## config.mk

```make
export PLATFORM = sky130hd
export DESIGN_NAME = copy_cmd_gen
export DESIGN_NICKNAME = d
export VERILOG_FILES = /design/src/rtl/copy_cmd_pkg.sv /design/src/rtl/copy_cmd_setup.sv /design/src/rtl/copy_cmd_chunk.sv /design/src/rtl/copy_cmd_seq.sv /design/src/rtl/copy_cmd_gen.sv
export SDC_FILE = /design/constraint.sdc
export NUM_CORES = 2
export LEC_CHECK = 0
export ABC_AREA = 0
export BUFFER_PORTS_ARGS = -buffer_cell sky130_fd_sc_hd__buf_2
export CAP_MARGIN = 40
export CORE_AREA = 2 2 238 299
export DETAILED_ROUTE_END_ITERATION = 8
export DIE_AREA = 0 0 240 301
export PLACE_DENSITY = 0.79
export SLEW_MARGIN = 10
export SYNTH_ARGS = -nofsm -noshare
export SYNTH_HDL_FRONTEND = slang
export SYNTH_SLANG_ARGS = --single-unit
```

## constraint.sdc

```tcl
create_clock -name clk -period 7.3 [get_ports clk]
set_clock_uncertainty 0.05 [all_clocks]
set_input_delay 0.365 -clock clk [delete_from_list [all_inputs] [get_ports clk]]
set_output_delay 0.365 -clock clk [all_outputs]
set_load 0.03 [all_outputs]
```

## src/rtl/copy_cmd_pkg.sv

```systemverilog
package copy_cmd_pkg;

    parameter int ADDR_W     = 32;
    parameter int PITCH_W    = 16;
    parameter int COORD_W    = 12;
    parameter int BPP_W      = 3;
    parameter int SIZE_W     = 32;
    parameter int PAGE_SHIFT = 12;
    parameter int MAX_LINES  = 2047;

    localparam int PAGE_BYTES = 1 << PAGE_SHIFT;
    localparam int CNT_W      = $clog2(MAX_LINES + 1);
    localparam int PAGES_W    = SIZE_W - PAGE_SHIFT;
    localparam int LINES_W    = (PAGES_W > COORD_W) ? PAGES_W : COORD_W;
    localparam int LEN_W      = ((COORD_W + BPP_W) > (PAGE_SHIFT + 1)) ?
                                (COORD_W + BPP_W) : (PAGE_SHIFT + 1);

    typedef logic [ADDR_W-1:0]  addr_t;
    typedef logic [PITCH_W-1:0] pitch_t;
    typedef logic [LEN_W-1:0]   len_t;
    typedef logic [CNT_W-1:0]   cnt_t;
    typedef logic [LINES_W-1:0] lines_t;

    typedef enum logic [1:0] {
        KIND_NONE  = 2'd0,
        KIND_COPY  = 2'd1,
        KIND_NOP   = 2'd2,
        KIND_FLUSH = 2'd3
    } cmd_kind_e;

    // Work still owed for the request in flight.
    typedef struct packed {
        addr_t                 src_off;
        addr_t                 dst_off;
        pitch_t                src_pitch;
        pitch_t                dst_pitch;
        len_t                  line_len;
        lines_t                lines_left;
        logic [PAGE_SHIFT-1:0] tail_len;
    } job_t;

    // One beat on the command output.
    typedef struct packed {
        cmd_kind_e kind;
        addr_t     src_off;
        addr_t     dst_off;
        pitch_t    src_pitch;
        pitch_t    dst_pitch;
        len_t      line_len;
        cnt_t      line_cnt;
    } cmd_t;

    function automatic addr_t corner_offset(input addr_t base,
                                            input pitch_t pitch,
                                            input logic [COORD_W-1:0] x,
                                            input logic [COORD_W-1:0] y,
                                            input logic [BPP_W-1:0] bpp);
        addr_t row_part;
        addr_t col_part;
        row_part = ADDR_W'(y) * ADDR_W'(pitch);
        col_part = ADDR_W'(x) * ADDR_W'(bpp);
        return base + row_part + col_part;
    endfunction

    function automatic cnt_t clamp_lines(input lines_t left);
        if (left > LINES_W'(MAX_LINES))
            return CNT_W'(MAX_LINES);
        return left[CNT_W-1:0];
    endfunction

endpackage

```

## src/rtl/copy_cmd_setup.sv

```systemverilog
module copy_cmd_setup
    import copy_cmd_pkg::*;
(
    input  logic               linear,
    input  addr_t              src_base,
    input  addr_t              dst_base,
    input  pitch_t             src_pitch,
    input  pitch_t             dst_pitch,
    input  logic [COORD_W-1:0] src_x,
    input  logic [COORD_W-1:0] src_y,
    input  logic [COORD_W-1:0] dst_x,
    input  logic [COORD_W-1:0] dst_y,
    input  logic [COORD_W-1:0] width,
    input  logic [COORD_W-1:0] height,
    input  logic [BPP_W-1:0]   src_bpp,
    input  logic [BPP_W-1:0]   dst_bpp,
    input  logic [SIZE_W-1:0]  size,
    output job_t               job,
    output logic               empty
);

    always_comb begin
        if (linear) begin
            job.src_off    = src_base;
            job.dst_off    = dst_base;
            job.src_pitch  = PITCH_W'(PAGE_BYTES);
            job.dst_pitch  = PITCH_W'(PAGE_BYTES);
            job.line_len   = LEN_W'(PAGE_BYTES);
            job.lines_left = LINES_W'(size[SIZE_W-1:PAGE_SHIFT]);
            job.tail_len   = size[PAGE_SHIFT-1:0];
        end else begin
            job.src_off    = corner_offset(src_base, src_pitch, src_x, src_y, src_bpp);
            job.dst_off    = corner_offset(dst_base, dst_pitch, dst_x, dst_y, dst_bpp);
            job.src_pitch  = src_pitch;
            job.dst_pitch  = dst_pitch;
            job.line_len   = LEN_W'(width) * LEN_W'(src_bpp);
            job.lines_left = LINES_W'(height);
            job.tail_len   = '0;
        end
        empty = (job.lines_left == '0) && (job.tail_len == '0);
    end

endmodule

```

## src/rtl/copy_cmd_chunk.sv

```systemverilog
module copy_cmd_chunk
    import copy_cmd_pkg::*;
(
    input  job_t      job,
    input  cmd_kind_e beat,
    output cmd_t      cmd,
    output cnt_t      piece_lines,
    output logic      is_tail
);

    always_comb begin
        is_tail     = (job.lines_left == '0);
        piece_lines = is_tail ? cnt_t'(1) : clamp_lines(job.lines_left);
        cmd         = '0;
        cmd.kind    = beat;
        if (beat == KIND_COPY) begin
            cmd.src_off  = job.src_off;
            cmd.dst_off  = job.dst_off;
            cmd.line_cnt = piece_lines;
            if (is_tail) begin
                cmd.src_pitch = PITCH_W'(job.tail_len);
                cmd.dst_pitch = PITCH_W'(job.tail_len);
                cmd.line_len  = LEN_W'(job.tail_len);
            end else begin
                cmd.src_pitch = job.src_pitch;
                cmd.dst_pitch = job.dst_pitch;
                cmd.line_len  = job.line_len;
            end
        end
    end

endmodule

```

## src/rtl/copy_cmd_seq.sv

```systemverilog
module copy_cmd_seq
    import copy_cmd_pkg::*;
(
    input  logic      clk,
    input  logic      rst,
    input  logic      req_valid,
    output logic      req_ready,
    input  job_t      setup_job,
    input  logic      setup_empty,
    input  logic      cmd_ready,
    input  cnt_t      piece_lines,
    input  logic      is_tail,
    output cmd_kind_e beat,
    output job_t      job,
    output logic      done
);

    typedef enum logic [1:0] {ST_IDLE, ST_COPY, ST_NOP, ST_FLUSH} state_e;

    state_e state;
    job_t   next_job;
    logic   last_piece;

    assign req_ready = (state == ST_IDLE);

    always_comb begin
        case (state)
            ST_COPY:  beat = KIND_COPY;
            ST_NOP:   beat = KIND_NOP;
            ST_FLUSH: beat = KIND_FLUSH;
            default:  beat = KIND_NONE;
        endcase
    end

    // Bookkeeping once a piece's flush has gone out.
    always_comb begin
        next_job = job;
        if (is_tail) begin
            next_job.tail_len = '0;
        end else begin
            next_job.lines_left = job.lines_left - LINES_W'(piece_lines);
            next_job.src_off    = job.src_off + ADDR_W'(job.src_pitch) * ADDR_W'(piece_lines);
            next_job.dst_off    = job.dst_off + ADDR_W'(job.dst_pitch) * ADDR_W'(piece_lines);
        end
        last_piece = (next_job.lines_left == '0) && (next_job.tail_len == '0);
    end

    always_ff @(posedge clk) begin
        if (rst) begin
            state <= ST_IDLE;
            job   <= '0;
            done  <= 1'b0;
        end else begin
            done <= 1'b0;
            case (state)
                ST_IDLE: begin
                    if (req_valid) begin
                        job <= setup_job;
                        if (setup_empty) done  <= 1'b1;
                        else             state <= ST_COPY;
                    end
                end
                ST_COPY:  if (cmd_ready) state <= ST_NOP;
                ST_NOP:   if (cmd_ready) state <= ST_FLUSH;
                ST_FLUSH: begin
                    if (cmd_ready) begin
                        job <= next_job;
                        if (last_piece) begin
                            state <= ST_IDLE;
                            done  <= 1'b1;
                        end else begin
                            state <= ST_COPY;
                        end
                    end
                end
                default: state <= ST_IDLE;
            endcase
        end
    end

    // done only ever leaves an idle state behind it
    a_r10_done_idle: assert property (@(posedge clk) disable iff (rst)
        done |-> (state == ST_IDLE));

    // remaining work never grows while a piece is in flight
    a_r4_lines_shrink: assert property (@(posedge clk) disable iff (rst)
        (state == ST_FLUSH && cmd_ready && !is_tail) |=> (job.lines_left < $past(job.lines_left)));

endmodule

```

## src/rtl/copy_cmd_gen.sv

```systemverilog
module copy_cmd_gen
    import copy_cmd_pkg::*;
(
    input  logic               clk,
    input  logic               rst,
    input  logic               req_valid,
    output logic               req_ready,
    input  logic               req_linear,
    input  logic [ADDR_W-1:0]  req_src_base,
    input  logic [ADDR_W-1:0]  req_dst_base,
    input  logic [PITCH_W-1:0] req_src_pitch,
    input  logic [PITCH_W-1:0] req_dst_pitch,
    input  logic [COORD_W-1:0] req_src_x,
    input  logic [COORD_W-1:0] req_src_y,
    input  logic [COORD_W-1:0] req_dst_x,
    input  logic [COORD_W-1:0] req_dst_y,
    input  logic [COORD_W-1:0] req_width,
    input  logic [COORD_W-1:0] req_height,
    input  logic [BPP_W-1:0]   req_src_bpp,
    input  logic [BPP_W-1:0]   req_dst_bpp,
    input  logic [SIZE_W-1:0]  req_size,
    output logic               cmd_valid,
    input  logic               cmd_ready,
    output logic [1:0]         cmd_kind,
    output logic [ADDR_W-1:0]  cmd_src_off,
    output logic [ADDR_W-1:0]  cmd_dst_off,
    output logic [PITCH_W-1:0] cmd_src_pitch,
    output logic [PITCH_W-1:0] cmd_dst_pitch,
    output logic [LEN_W-1:0]   cmd_line_len,
    output logic [CNT_W-1:0]   cmd_line_cnt,
    output logic               done
);

    job_t      setup_job;
    logic      setup_empty;
    job_t      cur_job;
    cmd_kind_e beat;
    cmd_t      cmd;
    cnt_t      piece_lines;
    logic      is_tail;

    copy_cmd_setup u_setup (
        .linear    (req_linear),
        .src_base  (req_src_base),
        .dst_base  (req_dst_base),
        .src_pitch (req_src_pitch),
        .dst_pitch (req_dst_pitch),
        .src_x     (req_src_x),
        .src_y     (req_src_y),
        .dst_x     (req_dst_x),
        .dst_y     (req_dst_y),
        .width     (req_width),
        .height    (req_height),
        .src_bpp   (req_src_bpp),
        .dst_bpp   (req_dst_bpp),
        .size      (req_size),
        .job       (setup_job),
        .empty     (setup_empty)
    );

    copy_cmd_seq u_seq (
        .clk         (clk),
        .rst         (rst),
        .req_valid   (req_valid),
        .req_ready   (req_ready),
        .setup_job   (setup_job),
        .setup_empty (setup_empty),
        .cmd_ready   (cmd_ready),
        .piece_lines (piece_lines),
        .is_tail     (is_tail),
        .beat        (beat),
        .job         (cur_job),
        .done        (done)
    );

    copy_cmd_chunk u_chunk (
        .job         (cur_job),
        .beat        (beat),
        .cmd         (cmd),
        .piece_lines (piece_lines),
        .is_tail     (is_tail)
    );

    assign cmd_valid     = (beat != KIND_NONE);
    assign cmd_kind      = cmd.kind;
    assign cmd_src_off   = cmd.src_off;
    assign cmd_dst_off   = cmd.dst_off;
    assign cmd_src_pitch = cmd.src_pitch;
    assign cmd_dst_pitch = cmd.dst_pitch;
    assign cmd_line_len  = cmd.line_len;
    assign cmd_line_cnt  = cmd.line_cnt;

    // copy beats carry between 1 and the line limit
    a_r4_line_limit: assert property (@(posedge clk) disable iff (rst)
        (cmd_valid && cmd_kind == KIND_COPY) |->
            (cmd_line_cnt != '0 && cmd_line_cnt <= CNT_W'(MAX_LINES)));

    // copy accepted -> no-op offered next
    a_r8_copy_then_nop: assert property (@(posedge clk) disable iff (rst)
        (cmd_valid && cmd_ready && cmd_kind == KIND_COPY) |=> (cmd_valid && cmd_kind == KIND_NOP));

    // no-op accepted -> flush offered next
    a_r8_nop_then_flush: assert property (@(posedge clk) disable iff (rst)
        (cmd_valid && cmd_ready && cmd_kind == KIND_NOP) |=> (cmd_valid && cmd_kind == KIND_FLUSH));

    // a stalled beat does not move
    a_r9_hold: assert property (@(posedge clk) disable iff (rst)
        (cmd_valid && !cmd_ready) |=>
            (cmd_valid && $stable(cmd_kind) && $stable(cmd_src_off) && $stable(cmd_dst_off)
             && $stable(cmd_line_cnt) && $stable(cmd_line_len)));

    // no new request while beats are pending
    a_r10_busy: assert property (@(posedge clk) disable iff (rst)
        cmd_valid |-> !req_ready);

    // done follows a final flush or an empty request
    a_r10_done_cause: assert property (@(posedge clk) disable iff (rst)
        done |-> $past((cmd_valid && cmd_ready && cmd_kind == KIND_FLUSH) || (req_valid && req_ready)));

endmodule

```

==> results by group <==
Run status
  – Status: finished, final reports clean

Drt
  – Starting DRC count in detailed routing: 3,076
  – Vias: 34.46k
  – DRC Markers: 0
  – Wirelength per Cell: 20.12 um
  – Routed WL: 119,600 um
  – Detailed Routing Iterations Pass 1: 9
  – Vias per cell: 5.795
  – Post-route ant nets: 0

CTS
  – TritonCTS clock tree: done
  – Num CTS Buffers: 17
  – Sink Count: 146
  – Hold_buf cts: 0
  – H-tree levels: 4
  – Root Driver: clkbuf_16
  – Reg clk slew, reported paths: 60 ps
  – Skew-Pair Late Insertion Delay: 470 ps
  – Post-cts sizing count: 0
  – Postcts setup bufs: 0
  – Clk buf depth: 2

Critical path
  – CP Launch Type: flip-flop
  – Crit Path Max Fanout: 33
  – Critical path buffers and inverters: 3
  – Required @ worst endpoint: 7590 ps
  – Crit-path max cell delay: 550 ps
  – CP Capture Type: flip-flop
  – Worst EP arrival: 7180 ps
  – CP delay by family, top: adder cells
  – Cell mode on critical path: fa_1
  – Critical path class: flip-flop to flip-flop
  – Crit path cell chain: nor3_1 > and3_2 > nand2b_1 > buf_12 > and2_1 > fa_1 > fa_1 > fa_1 > fa_1 > inv_1 > fa_1 > inv_1 > ha_1 > a211oi_1 > nor2_1 > o41a_1 > a31o_2 > a221oi_1 > nor3_1 > a31oi_1 > xnor2_1 > o221a_2
  – Slowest CP cell: fa_1

Synth
  – Top cells by area in the synthesized netlist: fa_1 37%, ha_1 11%, inv_1 9.5%, nand2_1 7.8%, dfxtp_1 7.5%
  – Ys async rst share: 0%
  – Syn Nets: 6,109
  – Synth area leader: fa_1
  – Synth top area share: 36.60%
  – Synth warn: 0
  – Post-synthesis sequential area ratio: 7.453%
  – Mean post-synth cell area: 8.121 um2
  – Post-synthesis instance total: 4,829
  – Post-synth EDFFs: 0
  – Ys flop type: dfxtp_1
  – Cell Area, Synth: 39,220 um2
  – Cell variety after synth: 76
  – FF+latch count, synth: 146

Floorplanning
  – Die Footprint: 72,240 um2
  – Die H: 301 um
  – Starting Density: 56.68%
  – Core footprint: 69,190 um2
  – Top Ports: 338
  – DIE WIDTH: 240 um
  – Rows: 108

Job
  – Max-cap violation count: 0

Timing
  – TNS Setup: 0 ps
  – Setup Viol. Count Final: 0
  – Slew headroom: 37.25%
  – Peak Freq: 0.1450 GHz
  – Max Slew Vio Count: 0
  – RSZ-0062 raised after global routing: no
  – Final period utilization: 94.46%
  – Tmin final: 6895 ps
  – Worst-Margin Slew: 941.3 ps
  – Final Hold Fails: 0

Global routing
  – Total gr overflow: 0
  – Largest net degree at the start of global routing: 86
  – First-pass GRT wire length: 189,700 um
  – Vias in the first global route: 35.22k
  – GRT Overall Usage: 33.89%
  – Initial antenna violation count: 12

Finish
  – Final net count: 6,275
  – # fillers: 6,084
  – Share of cells above drive strength 1: 9.169%
  – Most common cell after layout, fill and taps aside: inv_1
  – Design area: 42,350 um2
  – Area Growth Syn to Fin: 7.992%
  – Most frequent cells in the layout: 989 x inv_1, 814 x nand2_1, 717 x fa_1

Worst hold path
  – Worst hold path class: primary input to flip-flop

Placed design
  – Final Wtd Congestion: 0.9783
  – HPWL Detailed: 97,830 um
  – Port bufs: 337
  – Area after DPL: 41,750 um2
==> Yosys cell counts, drive strengths merged (24+ instances only) <==
master / n
a211oi: 45
a21boi: 41
a21o: 44
a21oi: 197
a22oi: 28
and2: 348
and3: 24
clkbuf: 226
dfxtp: 146
fa: 717
ha: 352
inv: 991
mux2i: 35
nand2: 815
nand2b: 26
nand3: 70
nor2: 168
nor3: 47
o211ai: 37
o21ai: 113
xnor2: 53
xor2: 36
==> stage by stage <==
| stage | hold WS (ps) | util [%] | cells | setup WS, ps |
|---|---|---|---|---|
| after floorplan | 377.5 | - | 4829 | 518.7 |
| after global placement | 386.5 | 60.19 | 5903 | 489.6 |
| after detailed placement | 389.6 | 60.34 | 5909 | 355.7 |
| after CTS | 115.7 | 61.14 | 5939 | 325.1 |
| after global routing | 144.0 | 61.20 | 5943 | 3.666 |
| final | 139.4 | 61.21 | 5946 | 404.7 |
==> logic make-up (layout without fill, tap and decap cells) <==
| logic type | after synthesis | after routing | share of synthesized area, % |
|---|---|---|---|
| simple gates | 1582 | 1582 | 18.71 |
| buf+inv | 1238 | 1415 | 11.86 |
| fa+ha+maj | 1069 | 1069 | 47.83 |
| compound gates | 668 | 668 | 11.21 |
| flops | 146 | 146 | 7.453 |
| xor+xnor | 89 | 89 | 1.988 |
| mux | 37 | 37 | 0.9508 |
| other cells | 0 | 5 | 0 |
==> worst min-delay path: stages <==
cell     delay, ps
buf_2          100
a22oi_1         60
nor2_1          70
==> final cells by class <==
| cell class | instances | area, um2 | area share [%] |
|---|---|---|---|
| tap | 935 | 1170 | 2.762 |
| clock inverter | 11 | 105.1 | 0.2482 |
| clock buffer | 19 | 452.9 | 1.069 |
| sequential | 146 | 2924 | 6.904 |
| inverter | 991 | 3720 | 8.783 |
| antenna | 5 | 12.51 | 0.02954 |
| multi-input combinational | 3445 | 31700 | 74.85 |
| timing repair buffer | 394 | 2266 | 5.350 |
==> sequential cells by signal (all words and copies together), names as in the netlist <==
register,count
u_seq.done,1
u_seq.state,2
u_seq.job,143
==> worst paths after layout <==
check,startpoint,end,slack (ps),depth (start not counted)
min reg2reg,u_seq.job[45]$_SDFFE_PP0P_,u_seq.job[45]$_SDFFE_PP0P_,400,2
max reg2reg,u_seq.job[29]$_SDFFE_PP0P_,u_seq.job[139]$_SDFFE_PP0P_,400,22
min,req_size[2],u_seq.job[2]$_SDFFE_PP0P_,140,3
max,u_seq.job[29]$_SDFFE_PP0P_,u_seq.job[139]$_SDFFE_PP0P_,400,22
==> routing by layer <==
metal | track usage, % | vias to the layer above | share of wire (%)
met4 | 18.18 | 14 | 6.1
met1 | 43.27 | 16950 | 37
li1 | - | 15310 | -
met3 | 5.831 | 410 | 9.6
met2 | 55.05 | 1777 | 47
met5 | 0 | - | 0.074
Power is left out: the tool's default activity adds up to more than one toggle a clock period on the data nets, which glitch-free logic cannot reach.
